[config.mk]
export PLATFORM = sky130hd
export DESIGN_NAME = i2s_audio_port
export DESIGN_NICKNAME = d
export VERILOG_FILES = /design/src/rtl/i2s_port_pkg.sv /design/src/rtl/i2s_sync.sv /design/src/rtl/i2s_rx_ctrl.sv /design/src/rtl/i2s_rx_lane.sv /design/src/rtl/i2s_tx.sv /design/src/rtl/i2s_audio_port.sv
export SDC_FILE = /design/constraint.sdc
export NUM_CORES = 1
export LEC_CHECK = 0
export BUFFER_PORTS_ARGS = -buffer_cell sky130_fd_sc_hd__buf_2
export CAP_MARGIN = 20
export CORE_AREA = 8 8 200 202
export DETAILED_ROUTE_END_ITERATION = 8
export DIE_AREA = 0 0 208 210
export GPL_ROUTABILITY_DRIVEN = 0
export PLACE_DENSITY = 0.82
export SLEW_MARGIN = 10
export SYNTH_ARGS = -nofsm -noshare
export SYNTH_HDL_FRONTEND = slang
export SYNTH_HIERARCHICAL = 1
export SYNTH_SLANG_ARGS = --single-unit
[constraint.sdc]
create_clock -name clk -period 6.69 [get_ports clk]
set_input_delay 1.0035 -clock clk [delete_from_list [all_inputs] [get_ports clk]]
set_output_delay 1.0035 -clock clk [all_outputs]
set_load 0.005 [all_outputs]
[src/rtl/i2s_port_pkg.sv]
package i2s_port_pkg;

  typedef enum logic [1:0] {
    WLEN_16 = 2'd0,
    WLEN_20 = 2'd1,
    WLEN_24 = 2'd2,
    WLEN_32 = 2'd3
  } wlen_e;

  // Number of data bits carried per half-frame for a length select code
  function automatic int unsigned wlen_bits(input logic [1:0] sel);
    case (wlen_e'(sel))
      WLEN_16: return 16;
      WLEN_20: return 20;
      WLEN_24: return 24;
      default: return 32;
    endcase
  endfunction

endpackage

[src/rtl/i2s_sync.sv]
module i2s_sync #(
  parameter int W = 1
) (
  input  logic         clk,
  input  logic         rst_n,
  input  logic [W-1:0] din,
  output logic [W-1:0] dout
);
  logic [W-1:0] meta_q;
  logic [W-1:0] sync_q;

  always_ff @(posedge clk or negedge rst_n) begin
    if (!rst_n) begin
      meta_q <= '0;
      sync_q <= '0;
    end else begin
      meta_q <= din;
      sync_q <= meta_q;
    end
  end

  assign dout = sync_q;
endmodule

[src/rtl/i2s_rx_ctrl.sv]
module i2s_rx_ctrl #(
  parameter int DW = 32,
  localparam int CW = $clog2(DW + 1)
) (
  input  logic          clk,
  input  logic          rst_n,
  input  logic          bclk_rise,
  input  logic          ws,
  input  logic [CW-1:0] nbits,
  output logic          cap,
  output logic          clr,
  output logic          store_l,
  output logic          store_r,
  output logic          pair_valid,
  output logic          frame_err
);
  logic          ws_prev_q;
  logic          chan_q;
  logic          active_q;
  logic [CW-1:0] cnt_q;
  logic          valid_q;
  logic          err_q;

  // Bits gathered so far once the current edge's capture is counted
  function automatic logic [CW-1:0] gathered(input logic [CW-1:0] c, input logic take);
    return take ? CW'(c + 1'b1) : c;
  endfunction

  logic ws_flip;
  logic word_done;
  logic short_word;

  assign ws_flip    = bclk_rise && (ws != ws_prev_q);
  assign cap        = bclk_rise && active_q && (cnt_q < nbits);
  assign word_done  = cap && (gathered(cnt_q, 1'b1) == nbits);
  assign short_word = ws_flip && active_q && (gathered(cnt_q, cap) < nbits);
  assign clr        = ws_flip;
  assign store_l    = word_done && !chan_q;
  assign store_r    = word_done && chan_q;

  always_ff @(posedge clk or negedge rst_n) begin
    if (!rst_n) begin
      ws_prev_q <= 1'b0;
      chan_q    <= 1'b0;
      active_q  <= 1'b0;
      cnt_q     <= '0;
      valid_q   <= 1'b0;
      err_q     <= 1'b0;
    end else begin
      valid_q <= store_r;
      err_q   <= short_word;
      if (bclk_rise) ws_prev_q <= ws;
      if (ws_flip) begin
        cnt_q    <= '0;
        chan_q   <= ws;
        active_q <= 1'b1;
      end else if (cap) begin
        cnt_q <= gathered(cnt_q, 1'b1);
      end
    end
  end

  assign pair_valid = valid_q;
  assign frame_err  = err_q;

  assert_cnt_bound_R4: assert property (@(posedge clk) disable iff (!rst_n)
    cnt_q <= nbits);
  assert_valid_pulse_R6: assert property (@(posedge clk) disable iff (!rst_n)
    valid_q |=> !valid_q);
  assert_err_pulse_R7: assert property (@(posedge clk) disable iff (!rst_n)
    err_q |=> !err_q);
endmodule

[src/rtl/i2s_rx_lane.sv]
module i2s_rx_lane #(
  parameter int DW = 32
) (
  input  logic          clk,
  input  logic          rst_n,
  input  logic          cap,
  input  logic          bit_in,
  input  logic          clr,
  input  logic          store_l,
  input  logic          store_r,
  output logic [DW-1:0] left_w,
  output logic [DW-1:0] right_w
);
  logic [DW-1:0] sh_q;
  logic [DW-1:0] shifted;

  assign shifted = {sh_q[DW-2:0], bit_in};

  always_ff @(posedge clk or negedge rst_n) begin
    if (!rst_n) begin
      sh_q    <= '0;
      left_w  <= '0;
      right_w <= '0;
    end else begin
      if (store_l) left_w <= shifted;
      if (store_r) right_w <= shifted;
      if (clr) sh_q <= '0;
      else if (cap) sh_q <= shifted;
    end
  end
endmodule

[src/rtl/i2s_tx.sv]
module i2s_tx #(
  parameter int DW = 32,
  localparam int CW = $clog2(DW + 1)
) (
  input  logic          clk,
  input  logic          rst_n,
  input  logic          bclk_rise,
  input  logic          bclk_fall,
  input  logic          ws,
  input  logic [CW-1:0] nbits,
  input  logic [DW-1:0] word_l,
  input  logic [DW-1:0] word_r,
  output logic          sd
);
  localparam logic [CW-1:0] DWC = CW'(DW);

  // Place an n-bit word at the top of the shifter, zeros below
  function automatic logic [DW-1:0] msb_align(input logic [DW-1:0] w, input logic [CW-1:0] n);
    return w << (DWC - n);
  endfunction

  logic          ws_prev_q;
  logic          pend_q;
  logic          pch_q;
  logic [DW-1:0] hold_l_q;
  logic [DW-1:0] hold_r_q;
  logic [DW-1:0] sh_q;
  logic          sd_q;
  logic          tx_flip;
  logic [DW-1:0] start_word;

  assign tx_flip    = bclk_rise && (ws != ws_prev_q);
  assign start_word = msb_align(pch_q ? hold_r_q : hold_l_q, nbits);

  always_ff @(posedge clk or negedge rst_n) begin
    if (!rst_n) begin
      ws_prev_q <= 1'b0;
      pend_q    <= 1'b0;
      pch_q     <= 1'b0;
      hold_l_q  <= '0;
      hold_r_q  <= '0;
      sh_q      <= '0;
      sd_q      <= 1'b0;
    end else begin
      if (bclk_rise) ws_prev_q <= ws;
      if (tx_flip) begin
        pend_q <= 1'b1;
        pch_q  <= ws;
        if (!ws) begin
          hold_l_q <= word_l;
          hold_r_q <= word_r;
        end
      end else if (bclk_fall) begin
        if (pend_q) begin
          pend_q <= 1'b0;
          sd_q   <= start_word[DW-1];
          sh_q   <= start_word << 1;
        end else begin
          sd_q <= sh_q[DW-1];
          sh_q <= sh_q << 1;
        end
      end
    end
  end

  assign sd = sd_q;

  assert_tx_fall_only_R8: assert property (@(posedge clk) disable iff (!rst_n)
    !bclk_fall |=> $stable(sd_q));
endmodule

[src/rtl/i2s_audio_port.sv]
module i2s_audio_port #(
  parameter int NLANE = 3,
  parameter int DW    = 32,
  localparam int CW   = $clog2(DW + 1),
  localparam int SW   = NLANE + 3
) (
  input  logic               clk,
  input  logic               rst_n,
  input  logic [1:0]         wl_sel,
  input  logic               sck,
  input  logic               rx_ws,
  input  logic [NLANE-1:0]   rx_sd,
  input  logic               tx_ws,
  input  logic [DW-1:0]      tx_left_in,
  input  logic [DW-1:0]      tx_right_in,
  output logic [NLANE*DW-1:0] rx_left,
  output logic [NLANE*DW-1:0] rx_right,
  output logic               rx_valid,
  output logic               rx_frame_err,
  output logic               tx_sd
);
  import i2s_port_pkg::*;

  logic [SW-1:0]    sync_out;
  logic [NLANE-1:0] sd_s;
  logic             sck_s, rxws_s, txws_s, sck_d;
  logic             bclk_rise, bclk_fall;
  logic [CW-1:0]    nbits;
  logic             cap, clr, store_l, store_r;

  i2s_sync #(.W(SW)) sync_i (
    .clk(clk), .rst_n(rst_n),
    .din({tx_ws, rx_ws, sck, rx_sd}),
    .dout(sync_out)
  );
  assign {txws_s, rxws_s, sck_s, sd_s} = sync_out;

  always_ff @(posedge clk or negedge rst_n) begin
    if (!rst_n) sck_d <= 1'b0;
    else        sck_d <= sck_s;
  end
  assign bclk_rise = sck_s && !sck_d;
  assign bclk_fall = !sck_s && sck_d;

  always_comb begin
    nbits = CW'(wlen_bits(wl_sel));
    if (wlen_bits(wl_sel) > DW) nbits = CW'(DW);
  end

  i2s_rx_ctrl #(.DW(DW)) rx_ctrl_i (
    .clk(clk), .rst_n(rst_n), .bclk_rise(bclk_rise), .ws(rxws_s), .nbits(nbits),
    .cap(cap), .clr(clr), .store_l(store_l), .store_r(store_r),
    .pair_valid(rx_valid), .frame_err(rx_frame_err)
  );

  for (genvar g = 0; g < NLANE; g++) begin : g_lane
    logic [DW-1:0] lw, rw;
    i2s_rx_lane #(.DW(DW)) lane_i (
      .clk(clk), .rst_n(rst_n), .cap(cap), .bit_in(sd_s[g]), .clr(clr),
      .store_l(store_l), .store_r(store_r), .left_w(lw), .right_w(rw)
    );
    assign rx_left[g*DW +: DW]  = lw;
    assign rx_right[g*DW +: DW] = rw;

    assert_right_just_R4: assert property (@(posedge clk) disable iff (!rst_n)
      rx_valid |-> ((rw >> nbits) == '0));
  end

  i2s_tx #(.DW(DW)) tx_i (
    .clk(clk), .rst_n(rst_n), .bclk_rise(bclk_rise), .bclk_fall(bclk_fall),
    .ws(txws_s), .nbits(nbits), .word_l(tx_left_in), .word_r(tx_right_in), .sd(tx_sd)
  );
endmodule

# Yosys cells after proc, flatten, opt, wreduce, memory -nomap -nowiden
# Index checks and enable logic that the tools add are counted.
# word_totals
ff_bits	409
in_bits	74
output_inout_bits	195
elab_cells	72
# classes
add_sub_neg	2
order_cmp	3
n_eq_ne	5
n_shift	1
mux	15
bitwise_logic	2
n_reduce_logical	19
# ops
cell	n
$mux 31	6
$mux 32	2
$gt 32x6->1 const B	1
$shl 32x6->32	1
$mux 6	3
$pmux 6 s3	1
$lt 6x6->1	2
$logic_and 1x1->1	11
$add 6x1->6 const B	1
$eq 6x6->1	1
$sub 6x6->6 const A	1
$reduce_and 2->1	2
$reduce_bool 2->1	2
$logic_not 1->1	3
$mux 1	3
$eq 2x1->1 const B	1
$eq 2x2->1 const B	1
$logic_not 2->1	1
$ne 1x1->1	2
$not 1->1	2

# Depth between registers and ports, before layout
# Gate-level depths: netlist of run 1.
# depth
ltp_word	9
mapped_depth	14
mapped_depth_nobuf	13

# By module
# The synthesis of run 1 kept the hierarchy.
# by_module_without_submodules
mod	instances	cells_per_inst	area_each_um2	seq_area_each_um2
i2s_rx_lane	3	236	3945.0	2377.3
i2s_tx	1	569	6368.6	2477.4
i2s_rx_ctrl	1	99	954.7	275.3
i2s_sync	1	12	300.3	300.3
i2s_audio_port	1	8	67.6	25.0

# Worst setup path after synthesis of run 1
# OpenSTA, ideal clock, no wires.
# synth_path
path_type	input-to-reg
startpoint	input wl_sel[1]
endpoint	register g_lane[0].lane_i.left_w[0]
setup_ns	0.125
t_arrival_ns	3.505
required_ns	6.565
slack_ns	3.060
stages	11
n_path_buf	2
cell_sequence	nor2b_1 inv_1 ha_1 a21oi_1 nor2_2 nor3_4 nor4b_2 nor3b_2 buf_6 buf_12 mux2_4
# synth_between
elab_chain_cells	8
word_cells_on_any_way	11
classes_between	order compare: 2; eq/ne: 3; mux: 2; reduce/logical: 4
# synth_rtl
item	line	source
from (decl)	i2s_audio_port.sv:9	input logic [1:0] wl_sel,
$eq 2x2->1, or another cell as far along	i2s_port_pkg.sv:12	case (wlen_e'(sel))
$pmux 6 s3 *	i2s_port_pkg.sv:12	
$gt 32x6->1	i2s_audio_port.sv:47	if (wlen_bits(wl_sel) > DW) nbits = CW'(DW);
$mux 6 *	i2s_audio_port.sv:47	
$lt 6x6->1 *	i2s_rx_ctrl.sv:34	assign cap = bclk_rise && active_q && (cnt_q < nbits);
$logic_and 1x1->1 *	i2s_rx_ctrl.sv:34	
net cap	i2s_audio_port.sv:29	logic cap, clr, store_l, store_r;
$logic_and 1x1->1 *	i2s_rx_ctrl.sv:35	assign word_done = cap && (gathered(cnt_q, 1'b1) == nbits);
$logic_and 1x1->1 *	i2s_rx_ctrl.sv:38	assign store_l = word_done && !chan_q;
net store_l	i2s_audio_port.sv:29	
to (signal assigned)	i2s_rx_lane.sv:25	if (store_l) left_w <= shifted;
to (decl)	i2s_rx_lane.sv:11	output logic [DW-1:0] left_w,
# Mark *: on every way through the listed nets, which the timed path passes. The rest lies on a longest branch.
# A chain may end at the register's enable or synchronous reset.

# Worst setup path in the final report of run 1
# layout_path
startpoint	input wl_sel[1]
endpoint	register g_lane[1].lane_i.left_w[31]
# layout_between
elab_chain_cells	8
word_cells_on_any_way	11
classes_between	order compare: 2; eq/ne: 3; mux: 2; reduce/logical: 4
# layout_rtl
item	line	source
$eq 2x2->1, or another cell as far along	i2s_port_pkg.sv:12	
$pmux 6 s3 *	i2s_port_pkg.sv:12	
$gt 32x6->1	i2s_audio_port.sv:47	
$mux 6 *	i2s_audio_port.sv:47	
net nbits[3]	i2s_audio_port.sv:28	logic [CW-1:0] nbits;
$lt 6x6->1 *	i2s_rx_ctrl.sv:34	
$logic_and 1x1->1 *	i2s_rx_ctrl.sv:34	
net cap	i2s_audio_port.sv:29	
$logic_and 1x1->1 *	i2s_rx_ctrl.sv:35	
$logic_and 1x1->1 *	i2s_rx_ctrl.sv:38	
net store_l	i2s_audio_port.sv:29	
to (signal assigned)	i2s_rx_lane.sv:25	
to (decl)	i2s_rx_lane.sv:11	
# Marks and branches as above.

==> out/summary.txt, run 1 <==
met2 usage -> 0.321
Slew @ Worst Pin -> 1.10 ns
Hold Path Class -> reg -> reg
final setup vio count -> 0
initial core utilization -> 0.528
critical path type -> in -> reg
RSZ-0062 raised after global routing -> false
Worst R2R End -> g_lane[1].lane_i/left_w[31]$_DFFE_PN0P_
Max clock buf depth -> 3
FP Rows -> 71
Clock Sinks -> 408
met3 usage -> 0.0459
Synth Cell Area -> 19500 um^2
die area -> 43700 um^2
vias per std cell -> 5.69
vias in the first global route -> 13000
wirelength, routed -> 44500 um
post-CTS setup buffer count -> 0
Mean Syn Cell Area -> 14.0 um^2
clk_lat worst skew -> 0.56 ns
worst r2r src -> sync_i/dout[3]$_DFF_PN0_
total power -> 6.64 mW
largest net degree at the start of global routing -> 160
clock root buffer master -> clkbuf_16
top cells by area, synth -> dfrtp_1, mux2_4, mux2i_1, mux2_2, mux4_2
hold depth -> 0
Synth async-reset ratio -> 1.00
Post-CTS Resized -> 0
antenna-violating nets left -> 0
total number of vias -> 12300
final slew viol count -> 0
reg2reg setup slack -> 3.08 ns
CTS Hold Bufs -> 0
Seq cells post-synth -> 408
crit-path max FO -> 49
Hold EP -> sync_i/dout[5]$_DFF_PN0_
DP Worst Slack -> 1.84 ns
DPL Wire Length -> 29900 um
Worst setup EP type -> flop
Final period util -> 0.657
# IOs -> 269
Synth-to-Final Area Change -> 14.9%
ANT cells -> 0
synth unique cells -> 77
busiest grt layer -> met2
ys flop type -> dfrtp_1
final-stage net count -> 1733
maximum clock frequency -> 228 MHz
GRT Overall Usage -> 0.199
outcome -> complete, no violations
Final Hold Fails -> 0
maxcap violations -> 0
Wirelength per Cell -> 20.7 um
R2R cell count -> 8
IO Port Bufs -> 268
synth warn -> 6
met1 GRT Util -> 0.268
grt total ovfl -> 0
Die Width -> 208 um
Hold Path Origin -> sync_i/meta_q[5]$_DFF_PN0_
drt first-iter violations -> 756
number of antenna violations at the first check in global routing -> 0
top-area cell type share of the netlist area -> 0.523
DRT Pass-1 Iters -> 6
most frequent cells in the layout -> dfrtp_1, buf_2, mux2_4, nor2_1, mux2i_1
CP Data Arrival Time -> 4.82 ns
commonest non-fill, non-tap cell in the layout -> dfrtp_1
startpoint types -> input port
H-tree levels -> 2
post-layout minimum cycle time -> 4.40 ns
Post-Syn Instances -> 1396
share of cells above drive strength 1 -> 0.408
Slew HR -> 0.268
Setup WS post-layout -> 2.29 ns
first-pass GRT wire length -> 72000 um
PwrDens -> 296 nW/um^2
leakage power -> 11.1 nW
CP Data Required Time -> 7.12 ns
Setup Skew -> 0.0275 ns
Die Y -> 210 um
EDFF count, synth -> 0
Yosys top cell by area -> dfrtp_1
Fin Setup TNS -> 0 ns
total CTS buffers -> 43
Seq/Total Area, Yosys -> 0.523
TritonCTS clock tree -> yes
core area -> 37000 um^2
maximum vdd drop -> 0.238 mV
clk slew on worst S/H paths -> 0.06 ns
DRC -> 0
[cells in the mapped netlist (7+ instances only)]
cell / instances
mux2_1: 12
buf_6: 18
nand2_1: 52
mux2_4: 181
xnor2_1: 8
nor2_1: 139
nor3_1: 12
mux4_2: 33
a31oi_1: 7
o21ai_0: 13
mux2i_1: 127
clkbuf_1: 32
a21oi_1: 20
dfrtp_1: 408
buf_12: 18
buf_2: 11
o21ai_1: 14
nor2b_1: 9
a221oi_1: 16
a32oi_1: 8
nand3_1: 19
ha_1: 13
mux2_2: 98
buf_4: 8
inv_1: 18
and3_1: 11
[flip-flops by register name, indices dropped and copies added, names as in the netlist, 31 cells and up]
signal	flops
g_lane.lane_i/sh_q	93
tx_i/sh_q	31
tx_i/hold_r_q	32
g_lane.lane_i/left_w	96
tx_i/hold_l_q	32
g_lane.lane_i/right_w	96
[worst max-delay path by stage]
stage / start / end
2_1_floorplan: wl_sel[1] / g_lane[0].lane_i/left_w[0]$_DFFE_PN0P_
3_3_place_gp: wl_sel[1] / g_lane[1].lane_i/left_w[31]$_DFFE_PN0P_
3_5_place_dp: wl_sel[1] / g_lane[1].lane_i/left_w[29]$_DFFE_PN0P_
4_1_cts: wl_sel[1] / g_lane[1].lane_i/left_w[31]$_DFFE_PN0P_
5_1_grt: wl_sel[1] / g_lane[1].lane_i/left_w[29]$_DFFE_PN0P_
6_report: wl_sel[1] / g_lane[1].lane_i/left_w[31]$_DFFE_PN0P_
[worst max-delay path: stages]
cell and delay (ns):
buf_2 0.10, nor2b_1 0.72, inv_1 0.20, ha_1 0.36, a21oi_1 0.18, nor2_2 0.10
nor3_4 0.13, nor4b_2 0.27, nor3b_4 0.90, buf_12 0.43, mux2_2 0.38
[metrics by stage]
stage | utilization | area (um^2) | cells | hold slack [ns]
global route | 0.607 | 22400 | 2153 | 0.354
CTS | 0.607 | 22400 | 2152 | 0.354
global placement | 0.565 | 20900 | 2074 | 0.335
floorplan | - | 19600 | 1408 | 0.331
finish | 0.607 | 22400 | 2153 | 0.346
detailed placement | 0.565 | 20900 | 2074 | 0.341
[layout make-up]
class	count	area [um^2]
inverters	19	71.3
clock inverters	18	292
clock buffers	60	1240
repair buffers	283	1530
fillers	2750	14500
well taps	474	593
flip-flops and latches	408	10200
multi-input cells	891	8500
[power breakdown]
part,switching [mW],leakage (nW),internal [mW]
combinational,0.598,4.91,0.570
clock,0.963,0.744,1.57
sequential,0.227,5.42,2.72
total,1.79,11.1,4.86
[metal layers]
layer | vias up | part of all wire
met2 | 452 | 0.47
met5 | - | 0
met4 | 0 | 0.020
li1 | 5521 | -
met1 | 6209 | 0.44
met3 | 77 | 0.065
[kinds of logic (layout without fill, tap and decap cells)]
kind of cell    Yosys count  count (layout)  synth area share
compound gates          121             121            0.0442
xor+xnor                 14              14           0.00628
fa+ha+maj                13              13           0.00833
flops                   408             408             0.523
other cells               1              13          0.000192
mux                     451             451             0.306
simple gates            279             279            0.0673
buf+inv                 109             380            0.0451
Power figures use the tool's default switching activity.
==> inputs of run 2 (changes only) <==
- ABC_AREA: not set -> 1
- CORE_AREA: 8 8 200 202 -> 8 8 194 196
- DIE_AREA: 0 0 208 210 -> 0 0 202 204
- PLACE_DENSITY: 0.82 -> 0.83
- clock period: 6.69 -> 4.05 ns (I/O delays scaled with it)
==> out/summary.txt, run 2 <==
commonest cells in the netlist -> nand2_1, dfrtp_1, nand3_1, inv_1, o21ai_0
Clock Sinks -> 408
CP Data Arrival Time -> 3.49 ns
critical path type -> in -> reg
total power -> 12.4 mW
total CTS buffers -> 42
met3 WL -> 3200 um
PwrDens -> 577 nW/um^2
Synth-to-Final Area Change -> 16.6%
Wirelength per Cell -> 15.9 um
TritonCTS clock tree -> yes
antenna-violating nets left -> 0
share of cells above drive strength 1 -> 0.196
Post-CTS Resized -> 0
count leader, synth -> nand2_1
wl on met1 -> 19400 um
largest net degree at the start of global routing -> 122
Final Hold Fails -> 0
Slew HR -> 0.332
Layout Cells excl Fill -> 2830
vias per std cell -> 5.34
Setup Skew -> 0.0239 ns
Final period util -> 0.764
Synth Cell Area -> 18400 um^2
FP Rows -> 69
Seq cells post-synth -> 408
ys flop type -> dfrtp_1
Worst setup EP type -> flop
Die Width -> 202 um
Seq/Total Area, Yosys -> 0.554
drt first-iter violations -> 1303
simple-gate share of the synthesized area -> 0.229
Mean Syn Cell Area -> 8.73 um^2
biggest regs -> g_lane.lane_i/left_w (96), g_lane.lane_i/right_w (96), g_lane.lane_i/sh_q (93)
synth unique cells -> 40
die area -> 41200 um^2
post-synthesis mux area share -> 0.0397
Post-Syn Instances -> 2111
maxcap violations -> 0
Hold Path Class -> in -> async
IO Port Bufs -> 268
compound-cell area share of the yosys netlist -> 0.0739
crit-path max FO -> 56
Fin Setup TNS -> 0 ns
Post-Synth XOR/XNOR Area -> 0.00462
clk_lat worst skew -> 0.54 ns
initial core utilization -> 0.530
CP Data Required Time -> 4.45 ns
most frequent cells in the layout -> nand2_1, dfrtp_1, nand3_1, buf_2, inv_1
post-CTS setup buffer count -> 0
number of antenna violations at the first check in global routing -> 0
H-tree levels -> 2
startpoint types -> input port
vias in the first global route -> 15100
Die Y -> 204 um
Max Used Layer -> met4
Max clock buf depth -> 3
RSZ-0062 raised after global routing -> false
clock root buffer master -> clkbuf_16
Slew @ Worst Pin -> 1.00 ns
Synth async-reset ratio -> 1.00
final setup vio count -> 0
grt total ovfl -> 0
GRT Overall Usage -> 0.216
top cells by area, synth -> dfrtp_1, nand2_1, nand3_1, o21ai_0, inv_1
DPL Wire Length -> 30100 um
DRT Pass-1 Iters -> 5
final-stage net count -> 2423
met2 wire length -> 21300 um
ANT cells -> 0
CTS Hold Bufs -> 0
Yosys top cell by area -> dfrtp_1
maximum clock frequency -> 323 MHz
synth warn -> 6
outcome -> complete, no violations
final slew viol count -> 0
Synth Area in Adders -> 0.00882
clk slew on worst S/H paths -> 0.07 ns
core area -> 34800 um^2
# IOs -> 269
wirelength, routed -> 45100 um
maximum vdd drop -> 0.403 mV
top-area cell type share of the netlist area -> 0.554
commonest non-fill, non-tap cell in the layout -> nand2_1
first-pass GRT wire length -> 75800 um
EDFF count, synth -> 0
leakage power -> 10.9 nW
placed cells -> 2753
largest family of logic cells by synthesized area -> simple AND/OR/NAND/NOR gates
post-layout minimum cycle time -> 3.09 ns
DRC -> 0
total number of vias -> 15100
## run 2: changes by cell type in the layout (fill, tap and decap cells not counted), sizes merged, moves of 17 or more
| cell | previous run | this run |
|---|---|---|
| mux4 | 33 | 0 |
| nand2 | 52 | 596 |
| nand3 | 19 | 322 |
| mux2 | 291 | 65 |
| o21ai | 27 | 206 |
| mux2i | 127 | 0 |
| a221oi | 17 | 0 |
| inv | 20 | 246 |
| nor2 | 140 | 46 |
| a21oi | 21 | 50 |
## run 2: layout make-up
type | instances | area (um^2)
Clock buffer | 58 | 1210
Clock inverter | 19 | 318
Fill cell | 2812 | 13300
Inverter | 245 | 921
Multi-Input combinational cell | 1346 | 6630
Sequential cell | 408 | 10200
Tap cell | 461 | 577
Timing Repair Buffer | 293 | 1630
## run 2: cell families after synthesis
family | after synthesis
buffers and inverters | 366
adder cells (fa/ha/maj) | 13
flip-flops | 408
AND/OR/NAND/NOR | 985
XOR/XNOR | 8
other | 1
multiplexers | 65
AO/OA/AOI/OAI | 265
## run 2: final timing paths
kind / start / to / slack [ns] / cells after the start
setup / recovery: wl_sel[0] / g_lane[0].lane_i/left_w[11]$_DFFE_PN0P_ / 0.96 / 14
hold / removal: rst_n / g_lane[1].lane_i/right_w[16]$_DFFE_PN0P_ / 0.18 / 1
setup reg to reg: sync_i/dout[3]$_DFF_PN0_ / g_lane[0].lane_i/left_w[11]$_DFFE_PN0P_ / 1.19 / 10
hold reg to reg: sync_i/meta_q[4]$_DFF_PN0_ / sync_i/dout[4]$_DFF_PN0_ / 0.35 / 0
max in group asynchronous: rst_n / g_lane[2].lane_i/right_w[2]$_DFFE_PN0P_ / 2.86 / 2
min in group clk: rx_sd[2] / sync_i/meta_q[2]$_DFF_PN0_ / 0.18 / 1
## run 2: report_power, final
part	switching, mW	internal, mW	leakage, nW
combinational	1.54	1.11	5.59
sequential	0.577	4.98	4.53
clock	1.60	2.61	0.742
total	3.71	8.70	10.9
## run 2: per-stage QoR
step | setup slack [ns] | hold slack [ns] | area [um^2] | utilization
after floorplan | 1.27 | 0.312 | 18500 | -
after global placement | 0.544 | 0.332 | 20000 | 0.574
after detailed placement | 0.439 | 0.336 | 20000 | 0.574
after CTS | 1.01 | 0.146 | 21500 | 0.618
after global routing | 0.714 | 0.158 | 21500 | 0.618
final | 0.956 | 0.177 | 21500 | 0.618
## run 2: routing by layer
metal / up-vias / GRT usage
li1: 7191 / -
met1: 7253 / 0.287
met2: 579 / 0.352
met3: 96 / 0.0455
met4: 0 / 0.0723
met5: - / 0
## run 2: worst max-delay path, cell delays in order
cell     delay [ns]
buf_2          0.10
inv_1          0.04
nor2_1         0.47
inv_1          0.18
ha_1           0.33
nand2_1        0.07
nor2_1         0.04
nand2_1        0.09
nand3_2        0.27
nor2_4         0.19
nand4_2        0.10
nor3_2         0.27
buf_4          0.48
o21ai_0        0.20
